--- src/rtl/bitbr_pkg.sv ---
// Package bitbr_pkg
// Shared operation encoding for the bit-flag and compare-branch unit.
// Assumes a 3-bit operation field decoded earlier in the pipeline.
package bitbr_pkg;

    localparam int OP_W = 3;

    typedef enum logic [OP_W-1:0] {
        BB_NOP   = 3'd0,
        BB_SET   = 3'd1,
        BB_CLR   = 3'd2,
        BB_BRSET = 3'd3,
        BB_BRCLR = 3'd4,
        BB_BRLT  = 3'd5,
        BB_BRGT  = 3'd6,
        BB_RSVD  = 3'd7
    } bb_op_e;

    // True for the four branch operations
    function automatic logic is_branch(input bb_op_e op);
        return (op == BB_BRSET) || (op == BB_BRCLR) ||
               (op == BB_BRLT)  || (op == BB_BRGT);
    endfunction

    // True for the two register-writing bit operations
    function automatic logic is_bitwrite(input bb_op_e op);
        return (op == BB_SET) || (op == BB_CLR);
    endfunction

endpackage

--- src/rtl/bitbr_mask_dec.sv ---
// Module bitbr_mask_dec
// Turns a binary bit number into a one-hot mask over the data word.
// Assumes DATA_W <= 2**IDX_W, so every index names a bit or no bit.
module bitbr_mask_dec #(
    parameter int DATA_W = 32,
    parameter int IDX_W  = $clog2(DATA_W)
) (
    input  logic [IDX_W-1:0]  idx,
    output logic [DATA_W-1:0] mask
);

    // One comparator per bit position
    for (genvar gi = 0; gi < DATA_W; gi++) begin : g_bit
        assign mask[gi] = (idx == IDX_W'(gi));
    end

endmodule

--- src/rtl/bitbr_field_op.sv ---
// Module bitbr_field_op
// Applies a one-hot mask to a source word. It produces the set and
// cleared versions of the word and the value of the selected bit.
// Assumes the mask has exactly one bit high.
module bitbr_field_op #(
    parameter int DATA_W = 32
) (
    input  logic [DATA_W-1:0] src,
    input  logic [DATA_W-1:0] mask,
    output logic [DATA_W-1:0] set_val,
    output logic [DATA_W-1:0] clr_val,
    output logic              sel_bit
);

    // Merge the mask into the word and pick out the selected bit
    always_comb begin
        set_val = src | mask;
        clr_val = src & ~mask;
        sel_bit = |(src & mask);
    end

endmodule

--- src/rtl/bitbr_cmp.sv ---
// Module bitbr_cmp
// Signed two's-complement magnitude compare of two words.
// Uses one widened subtract, so it cannot overflow at the extremes.
module bitbr_cmp #(
    parameter int DATA_W = 32
) (
    input  logic [DATA_W-1:0] a,
    input  logic [DATA_W-1:0] b,
    output logic              lt,
    output logic              gt
);

    logic [DATA_W:0] diff;
    logic            eq;

    // Sign-extend by one bit, subtract, and read the sign of the result
    always_comb begin
        diff = {a[DATA_W-1], a} - {b[DATA_W-1], b};
        eq   = (a == b);
        lt   = diff[DATA_W];
        gt   = !diff[DATA_W] && !eq;
    end

endmodule

--- src/rtl/bitbr_target.sv ---
// Module bitbr_target
// Branch destination: address of the next instruction plus a signed
// offset counted in instructions. Assumes ADDR_W > OFF_W and fixed-size
// instructions of INSN_BYTES bytes, a power of two.
module bitbr_target #(
    parameter int ADDR_W     = 32,
    parameter int OFF_W      = 16,
    parameter int INSN_BYTES = 4
) (
    input  logic [ADDR_W-1:0] pc,
    input  logic [OFF_W-1:0]  offset,
    output logic [ADDR_W-1:0] target
);

    localparam int SH = $clog2(INSN_BYTES);

    logic [ADDR_W-1:0] off_ext;
    logic [ADDR_W-1:0] next_pc;

    // Sign-extend, scale to bytes and add to the next sequential PC
    always_comb begin
        off_ext = {{(ADDR_W-OFF_W){offset[OFF_W-1]}}, offset};
        next_pc = pc + ADDR_W'(INSN_BYTES);
        target  = next_pc + (off_ext << SH);
    end

endmodule

--- src/rtl/bitbr_unit.sv ---
// Module bitbr_unit (top)
// Execute-stage unit. It does set-bit and clear-bit writes on a register
// and resolves branches on a bit, on signed less-than and on signed
// greater-than. Results are registered once, at the boundary to the next
// stage. Assumes decoded ops and already forwarded operands at its inputs.
// Register 0 is hard-wired to zero, so writes to it are dropped.
module bitbr_unit #(
    parameter int DATA_W     = 32,
    parameter int IDX_W      = $clog2(DATA_W),
    parameter int REG_AW     = 5,
    parameter int ADDR_W     = 32,
    parameter int OFF_W      = 16,
    parameter int INSN_BYTES = 4
) (
    input  logic                          clk,
    input  logic                          rst_n,
    input  logic                          op_valid,
    input  logic [bitbr_pkg::OP_W-1:0]    op_code,
    input  logic [DATA_W-1:0]             rs_val,
    input  logic [DATA_W-1:0]             rt_val,
    input  logic [IDX_W-1:0]              bit_idx,
    input  logic [REG_AW-1:0]             dest_reg,
    input  logic [ADDR_W-1:0]             pc,
    input  logic [OFF_W-1:0]              br_offset,
    output logic                          wb_en,
    output logic [REG_AW-1:0]             wb_reg,
    output logic [DATA_W-1:0]             wb_data,
    output logic                          br_taken,
    output logic [ADDR_W-1:0]             br_target
);

    import bitbr_pkg::*;

    bb_op_e            op;
    logic [DATA_W-1:0] mask;
    logic [DATA_W-1:0] set_val;
    logic [DATA_W-1:0] clr_val;
    logic              sel_bit;
    logic              cmp_lt;
    logic              cmp_gt;
    logic [ADDR_W-1:0] tgt;

    logic              n_wb_en;
    logic [REG_AW-1:0] n_wb_reg;
    logic [DATA_W-1:0] n_wb_data;
    logic              n_br_taken;
    logic [ADDR_W-1:0] n_br_target;

    // Qualify the raw code with the valid strobe
    always_comb begin
        op = op_valid ? bb_op_e'(op_code) : BB_NOP;
    end

    bitbr_mask_dec #(
        .DATA_W (DATA_W),
        .IDX_W  (IDX_W)
    ) mask_i (
        .idx  (bit_idx),
        .mask (mask)
    );

    bitbr_field_op #(
        .DATA_W (DATA_W)
    ) field_i (
        .src     (rs_val),
        .mask    (mask),
        .set_val (set_val),
        .clr_val (clr_val),
        .sel_bit (sel_bit)
    );

    bitbr_cmp #(
        .DATA_W (DATA_W)
    ) cmp_i (
        .a  (rs_val),
        .b  (rt_val),
        .lt (cmp_lt),
        .gt (cmp_gt)
    );

    bitbr_target #(
        .ADDR_W     (ADDR_W),
        .OFF_W      (OFF_W),
        .INSN_BYTES (INSN_BYTES)
    ) tgt_i (
        .pc     (pc),
        .offset (br_offset),
        .target (tgt)
    );

    // Choose the next-stage values from the decoded operation
    always_comb begin
        n_wb_en     = 1'b0;
        n_wb_reg    = '0;
        n_wb_data   = '0;
        n_br_taken  = 1'b0;
        n_br_target = '0;
        if (is_bitwrite(op) && (dest_reg != '0)) begin
            n_wb_en   = 1'b1;
            n_wb_reg  = dest_reg;
            n_wb_data = (op == BB_SET) ? set_val : clr_val;
        end
        if (is_branch(op)) begin
            n_br_target = tgt;
            case (op)
                BB_BRSET: n_br_taken = sel_bit;
                BB_BRCLR: n_br_taken = !sel_bit;
                BB_BRLT:  n_br_taken = cmp_lt;
                BB_BRGT:  n_br_taken = cmp_gt;
                default:  n_br_taken = 1'b0;
            endcase
        end
    end

    // Stage boundary register with synchronous active-low reset
    always_ff @(posedge clk) begin
        if (!rst_n) begin
            wb_en     <= 1'b0;
            wb_reg    <= '0;
            wb_data   <= '0;
            br_taken  <= 1'b0;
            br_target <= '0;
        end else begin
            wb_en     <= n_wb_en;
            wb_reg    <= n_wb_reg;
            wb_data   <= n_wb_data;
            br_taken  <= n_br_taken;
            br_target <= n_br_target;
        end
    end

endmodule

--- config.mk ---
export PLATFORM = sky130hd
export DESIGN_NAME = bitbr_unit
export DESIGN_NICKNAME = d
export VERILOG_FILES = /design/src/rtl/bitbr_pkg.sv /design/src/rtl/bitbr_mask_dec.sv /design/src/rtl/bitbr_field_op.sv /design/src/rtl/bitbr_cmp.sv /design/src/rtl/bitbr_target.sv /design/src/rtl/bitbr_unit.sv
export SDC_FILE = /design/constraint.sdc
export NUM_CORES = 1
export LEC_CHECK = 0
export ABC_AREA = 1
export BUFFER_PORTS_ARGS = -buffer_cell sky130_fd_sc_hd__buf_2
export CAP_MARGIN = 20
export CORE_ASPECT_RATIO = 1.25
export CORE_MARGIN = 3
export CORE_UTILIZATION = 46
export DETAILED_ROUTE_END_ITERATION = 7
export GPL_TIMING_DRIVEN = 0
export PLACE_DENSITY = 0.86
export SLEW_MARGIN = 10
export SYNTH_ARGS = -nofsm -noshare
export SYNTH_HDL_FRONTEND = slang
export SYNTH_SLANG_ARGS = --single-unit
--- constraint.sdc ---
create_clock -name clk -period 2.1 [get_ports clk]
set_input_delay 0.315 -clock clk [delete_from_list [all_inputs] [get_ports clk]]
set_output_delay 0.315 -clock clk [all_outputs]
set_load 0.005 [all_outputs]
Word-level counts from Yosys, hierarchy flattened:

Cells that the tools add are included.

* output and inout port bits: 71
* bits of input ports: 128
* logic and storage cells: 68
* register bits: 71

* muxes and demuxes: 4
* equal/unequal tests: 38
* bitwise operators: 4
* $add $sub $neg: 3
* reductions and logical operators: 14

Operators with widths (number)
* equality test 5 bit (second input constant): 16
* bitwise AND 32 bit: 2
* equality test 5 x 4 -> 1 bit (second input constant): 8
* subtractor 32 x 32 -> 33 bit: 1
* adder 32 x 3 -> 32 bit (second input constant): 1
* adder 32 bit: 1
* equality test 32 bit: 1
* 2-to-1 mux 32 bit: 1
* inverter 32 bit: 1
* OR 32 bit: 1
* OR reduction 32 bit: 1
* equality test 5 x 3 -> 1 bit (second input constant): 4
* equality test 5 x 2 -> 1 bit (second input constant): 2
* equality test 3 bit (second input constant): 3
* equality test 3 x 2 -> 1 bit (second input constant): 2
* equality test 5 x 1 -> 1 bit (second input constant): 1
* zero test 5 bit: 1
* nonzero test 5 bit: 1
* logical OR 1 bit: 4
* case mux 1 bit (4 select lines): 1
* AND reduction 2 bit: 2
* equality test 3 x 1 -> 1 bit (second input constant): 1
* zero test 1 bit: 3
* 2-to-1 mux 3 bit: 1
* other kinds (2): 3

Longest topological paths before layout:

* word-level depth: 6
* mapped depth: 18
* mapped depth without buffers: 18

Cells and area by module:

A second synthesis with hierarchy kept.

* cells, all modules: 1205
* area, all modules: 7083.0 µm²

By module, submodules not included
* bitbr_unit: instances 1, cells each 352, sequential area each 1421.4 µm², area an instance 2612.5 µm²
* bitbr_target: instances 1, cells each 477, sequential area each 0.0 µm², area an instance 2563.7 µm²
* bitbr_cmp: instances 1, cells each 152, sequential area each 0.0 µm², area an instance 960.9 µm²
* bitbr_field_op: instances 1, cells each 159, sequential area each 0.0 µm², area an instance 676.9 µm²
* bitbr_mask_dec: instances 1, cells each 65, sequential area each 0.0 µm², area an instance 269.0 µm²

Least setup slack after synthesis:

Ideal clock, no wire load.

* kind: input -> register
* from: in pc[3]
* to: reg br_target[27]
* data required time: 1.979 ns
* arrival: 2.038 ns
* cell stages on the path: 13
* slack: -0.058 ns
* path buffers: 0
* setup time: 0.121 ns
* cells stage by stage: ha_1 -> ha_1 -> fa_1 -> nand3_1 -> nand2_1 -> nand3_1 -> nand3_1 -> nand2_1 -> nand2_1 -> nand2_1 -> nand2_1 -> o21ai_0 -> a21oi_1

* word-level cells in the longest chain between the ends: 2

Ends and longest elaborated chain
* start: declaration: RTL line bitbr_unit.sv:23 `input logic [ADDR_W-1:0] pc,`
* adder 32 x 3 -> 32 bit: RTL line bitbr_target.sv:23 `next_pc = pc + ADDR_W'(INSN_BYTES);`
* adder 32 bit: RTL line bitbr_target.sv:24 `target = next_pc + (off_ext << SH);`
* end signal: assignment: RTL line bitbr_unit.sv:128 `br_target <= n_br_target;`
* end: declaration: RTL line bitbr_unit.sv:29 `output logic [ADDR_W-1:0] br_target`

Every way passes these cells.
A chain may end at the register's enable or synchronous reset.

Worst setup path after layout:

Ends and elaborated chain as after synthesis.

==> results.py <==
metrics = {
    "drt": {
        "vias": 6577,
        "ant_nets": 0,
        "routed_via_density": 5.40,
        "first_pass_iters": 8,
        "drc": 0,
        "drtIter0Drc": 350,
        "wirelength_um": 18900,
        "post_drt_wl_per_cell_um": 15.5,
    },
    "floorplan": {
        "die_area_um2": 13600,
        "core_area_um2": 11800,
        "ios": 199,
        "die_w_um": 105,
        "start_util": 0.478,
        "rows": 44,
        "die_h_um": 130,
    },
    "timing": {
        "setup_viol": 0,
        "worst_slew_pin_slew_ns": 0.569,
        "period_minus_slack_ns": 2.09,
        "fmax_mhz": 479,
        "setup_ws_ns": 0.0114,
        "hold_viol_final": 0,
        "maxSlewViolCount": 0,
        "fin_crit_sh": 0.995,
        "relSlewSlack": 0.621,
        "rsz0062_at_grt": "true",
        "fin_tns_setup_ns": 0,
    },
    "cts": {
        "path_clk_slew_ns": 0.06,
        "cts.sinks": 71,
        "h-tree-depth": 3,
        "clock_path_buffers": 2,
        "cts_buffers": 9,
        "cts_root_buf": "clkbuf_16",
        "tritoncts": "done",
    },
    "worst_hold_path": {
        "hp-start": "pc[0]",
        "hp-class": "input pin to register",
        "min_path_cells": 3,
        "holdPathEnd": "br_target[0]",
    },
    "grt": {
        "antenna_found_initial": 0,
        "grt_pass1_vias": 6303,
        "grt_first_pass_wirelength_um": 28800,
        "grt_usage": 0.264,
        "grt_max_degree": 16,
        "gr-total-overflow": 0,
    },
    "setup_path": {
        "end_kind": "register",
        "crit_buf_inv": 1,
        "crit_path_top_delay_cell": "fa_2",
        "path_class": "input pin to register",
        "crit_family": "adder cells",
        "critPathMaxFanout": 4,
        "path_cells": "buf_2 -> ha_1 -> ha_1 -> fa_2 -> nand3_2 -> nand2_2 -> nand3_2 -> nand3_2 -> nand2_1 -> nand2_1 -> nand2_1 -> nand2_1 -> o21ai_0 -> a21oi_1",
        "cp-start-kind": "input pin",
        "path_common_cell": "nand2_1",
        "worstPathRequired_ns": 2.32,
        "cpPeakStageDelay_ns": 0.38,
        "arrival_ns": 2.31,
    },
    "logic_synthesis": {
        "netlist_area_um2": 5640,
        "ys_ff_latch": 71,
        "async_reset_ff_frac": 0,
        "synth_edf_count": 0,
        "synth_top_flop_cell": "dfxtp_1",
        "syn_avg_cell_area_um2": 6.70,
        "ys_seq_area_frac": 0.252,
        "synth_cells": 841,
        "synth.distinct_cells": 30,
        "yosys_warnings": 0,
        "synth_nets": 1059,
    },
    "power_and_ir_drop": {
        "ir_drop_mv": 0.361,
        "leakage_nw": 3.98,
        "p_per_area_nw_per_um2": 600,
    },
    "layout": {
        "fin_cells": 1219,
        "final_cell_mix": "buf_2 (206), nand2_1 (152), inv_1 (118)",
        "final_common_cell": "buf_2",
        "antennaDiodeCount": 0,
        "syn_to_final_growth_pct": 30.3,
        "fin_nets": 1271,
        "drive_gt1_frac": 0.249,
        "fillCellCount": 1149,
    },
    "place": {
        "io_buffer_count": 197,
        "dpl_worst_slack_ns": -0.432,
        "placed_cells": 1199,
        "dpl.hpwl_um": 15400,
        "place_congestion": 1.02,
    },
    "outcome": {
        "status": "finished, final reports clean",
    },
    "flow_run": {
        "drv_cap": 0,
    },
}
where the power goes:
part / switching [W] / internal, W / leakage [nW]
clock network: 0.000603 / 0.00105 / 0.153
logic: 0.000839 / 0.000499 / 3.25
registers: 0.0000126 / 0.00141 / 0.577
tightest hold or removal path, cell delays in order:
cell and delay (ns):
buf_2 0.10, inv_1 0.04, nor2_1 0.03
synth_stat cells (2+ instances only):
| master | count | area (um2) |
|---|---|---|
| buf_1 | 3 | 11.3 |
| o21ai_2 | 3 | 26.3 |
| buf_2 | 10 | 50.1 |
| inv_1 | 118 | 443 |
| o21bai_1 | 2 | 15.0 |
| clkbuf_1 | 8 | 30.0 |
| inv_2 | 2 | 7.51 |
| a21oi_1 | 102 | 510 |
| a31oi_1 | 3 | 18.8 |
| nand2_1 | 154 | 578 |
| xor2_1 | 2 | 17.5 |
| nor2_2 | 2 | 12.5 |
| o21a_1 | 4 | 30.0 |
| nand3_1 | 52 | 260 |
| nand3b_1 | 2 | 15.0 |
| o211ai_1 | 3 | 22.5 |
| o21ai_0 | 59 | 295 |
| xnor2_1 | 2 | 17.5 |
| nor4_1 | 2 | 12.5 |
| nor2_1 | 81 | 304 |
| nor3_1 | 17 | 85.1 |
| a21o_1 | 5 | 37.5 |
| nand4_1 | 40 | 250 |
| ha_1 | 89 | 1110 |
| dfxtp_1 | 71 | 1420 |
metrics by stage:
step                power (W)  utilization  hold slack [ns]  area (um2)
detailed placement    0.00266        0.580            0.535        6830
CTS                   0.00432        0.609            0.183        7170
floorplan             0.00222            -            0.427        5640
global route          0.00466        0.623            0.182        7340
finish                0.00441        0.623            0.188        7340
global placement      0.00263        0.580            0.529        6830
layer usage:
| metal | GRT usage | vias up | share of wire | wire (um) |
|---|---|---|---|---|
| met1 | 0.271 | 2923 | 0.36 | 6760 |
| met4 | 0.157 | 0 | 0.052 | 973 |
| li1 | - | 3269 | - | - |
| met3 | 0.0435 | 67 | 0.075 | 1410 |
| met5 | 0 | - | 0 | 0 |
| met2 | 0.503 | 318 | 0.52 | 9720 |
worst max path at each step:
stage | cells past startpoint | from | endpoint | slack (ns)
detailed placement | 10 | br_offset[15] | br_target[29] | -0.43
CTS | 14 | pc[3] | br_target[27] | 0.02
global route | 12 | pc[9] | br_target[29] | -0.15
finish | 14 | pc[3] | br_target[27] | 0.01
floorplan | 13 | pc[3] | br_target[27] | 0.01
global placement | 11 | br_offset[15] | br_target[30] | -0.40
layout make-up:
cell class,count,area (um2),area share
plain buffers,22,98.8,0.0135
clock buffers,10,229,0.0312
clock inverters,6,93.8,0.0128
inverters,120,450,0.0613
multi-input cells,628,3830,0.521
flip-flops and latches,71,1420,0.194
well taps,161,201,0.0274
repair buffers,201,1020,0.139
kinds of logic after synthesis:
kind of cell / synth area share
AO/OA/AOI/OAI: 0.174
adder cells (fa/ha/maj): 0.201
flip-flops: 0.252
buffers and inverters: 0.0974
XOR/XNOR: 0.00622
AND/OR/NAND/NOR: 0.269
what timing repair did:
action	4_1_cts	5_1_grt
pin swaps	1	3
setup buffers	1	3
setup endpoints to repair	7	14
hold buffers	0	0
hold endpoints to repair	0	0
gates resized for setup	3	34
(Power assumes the default switching activity.)
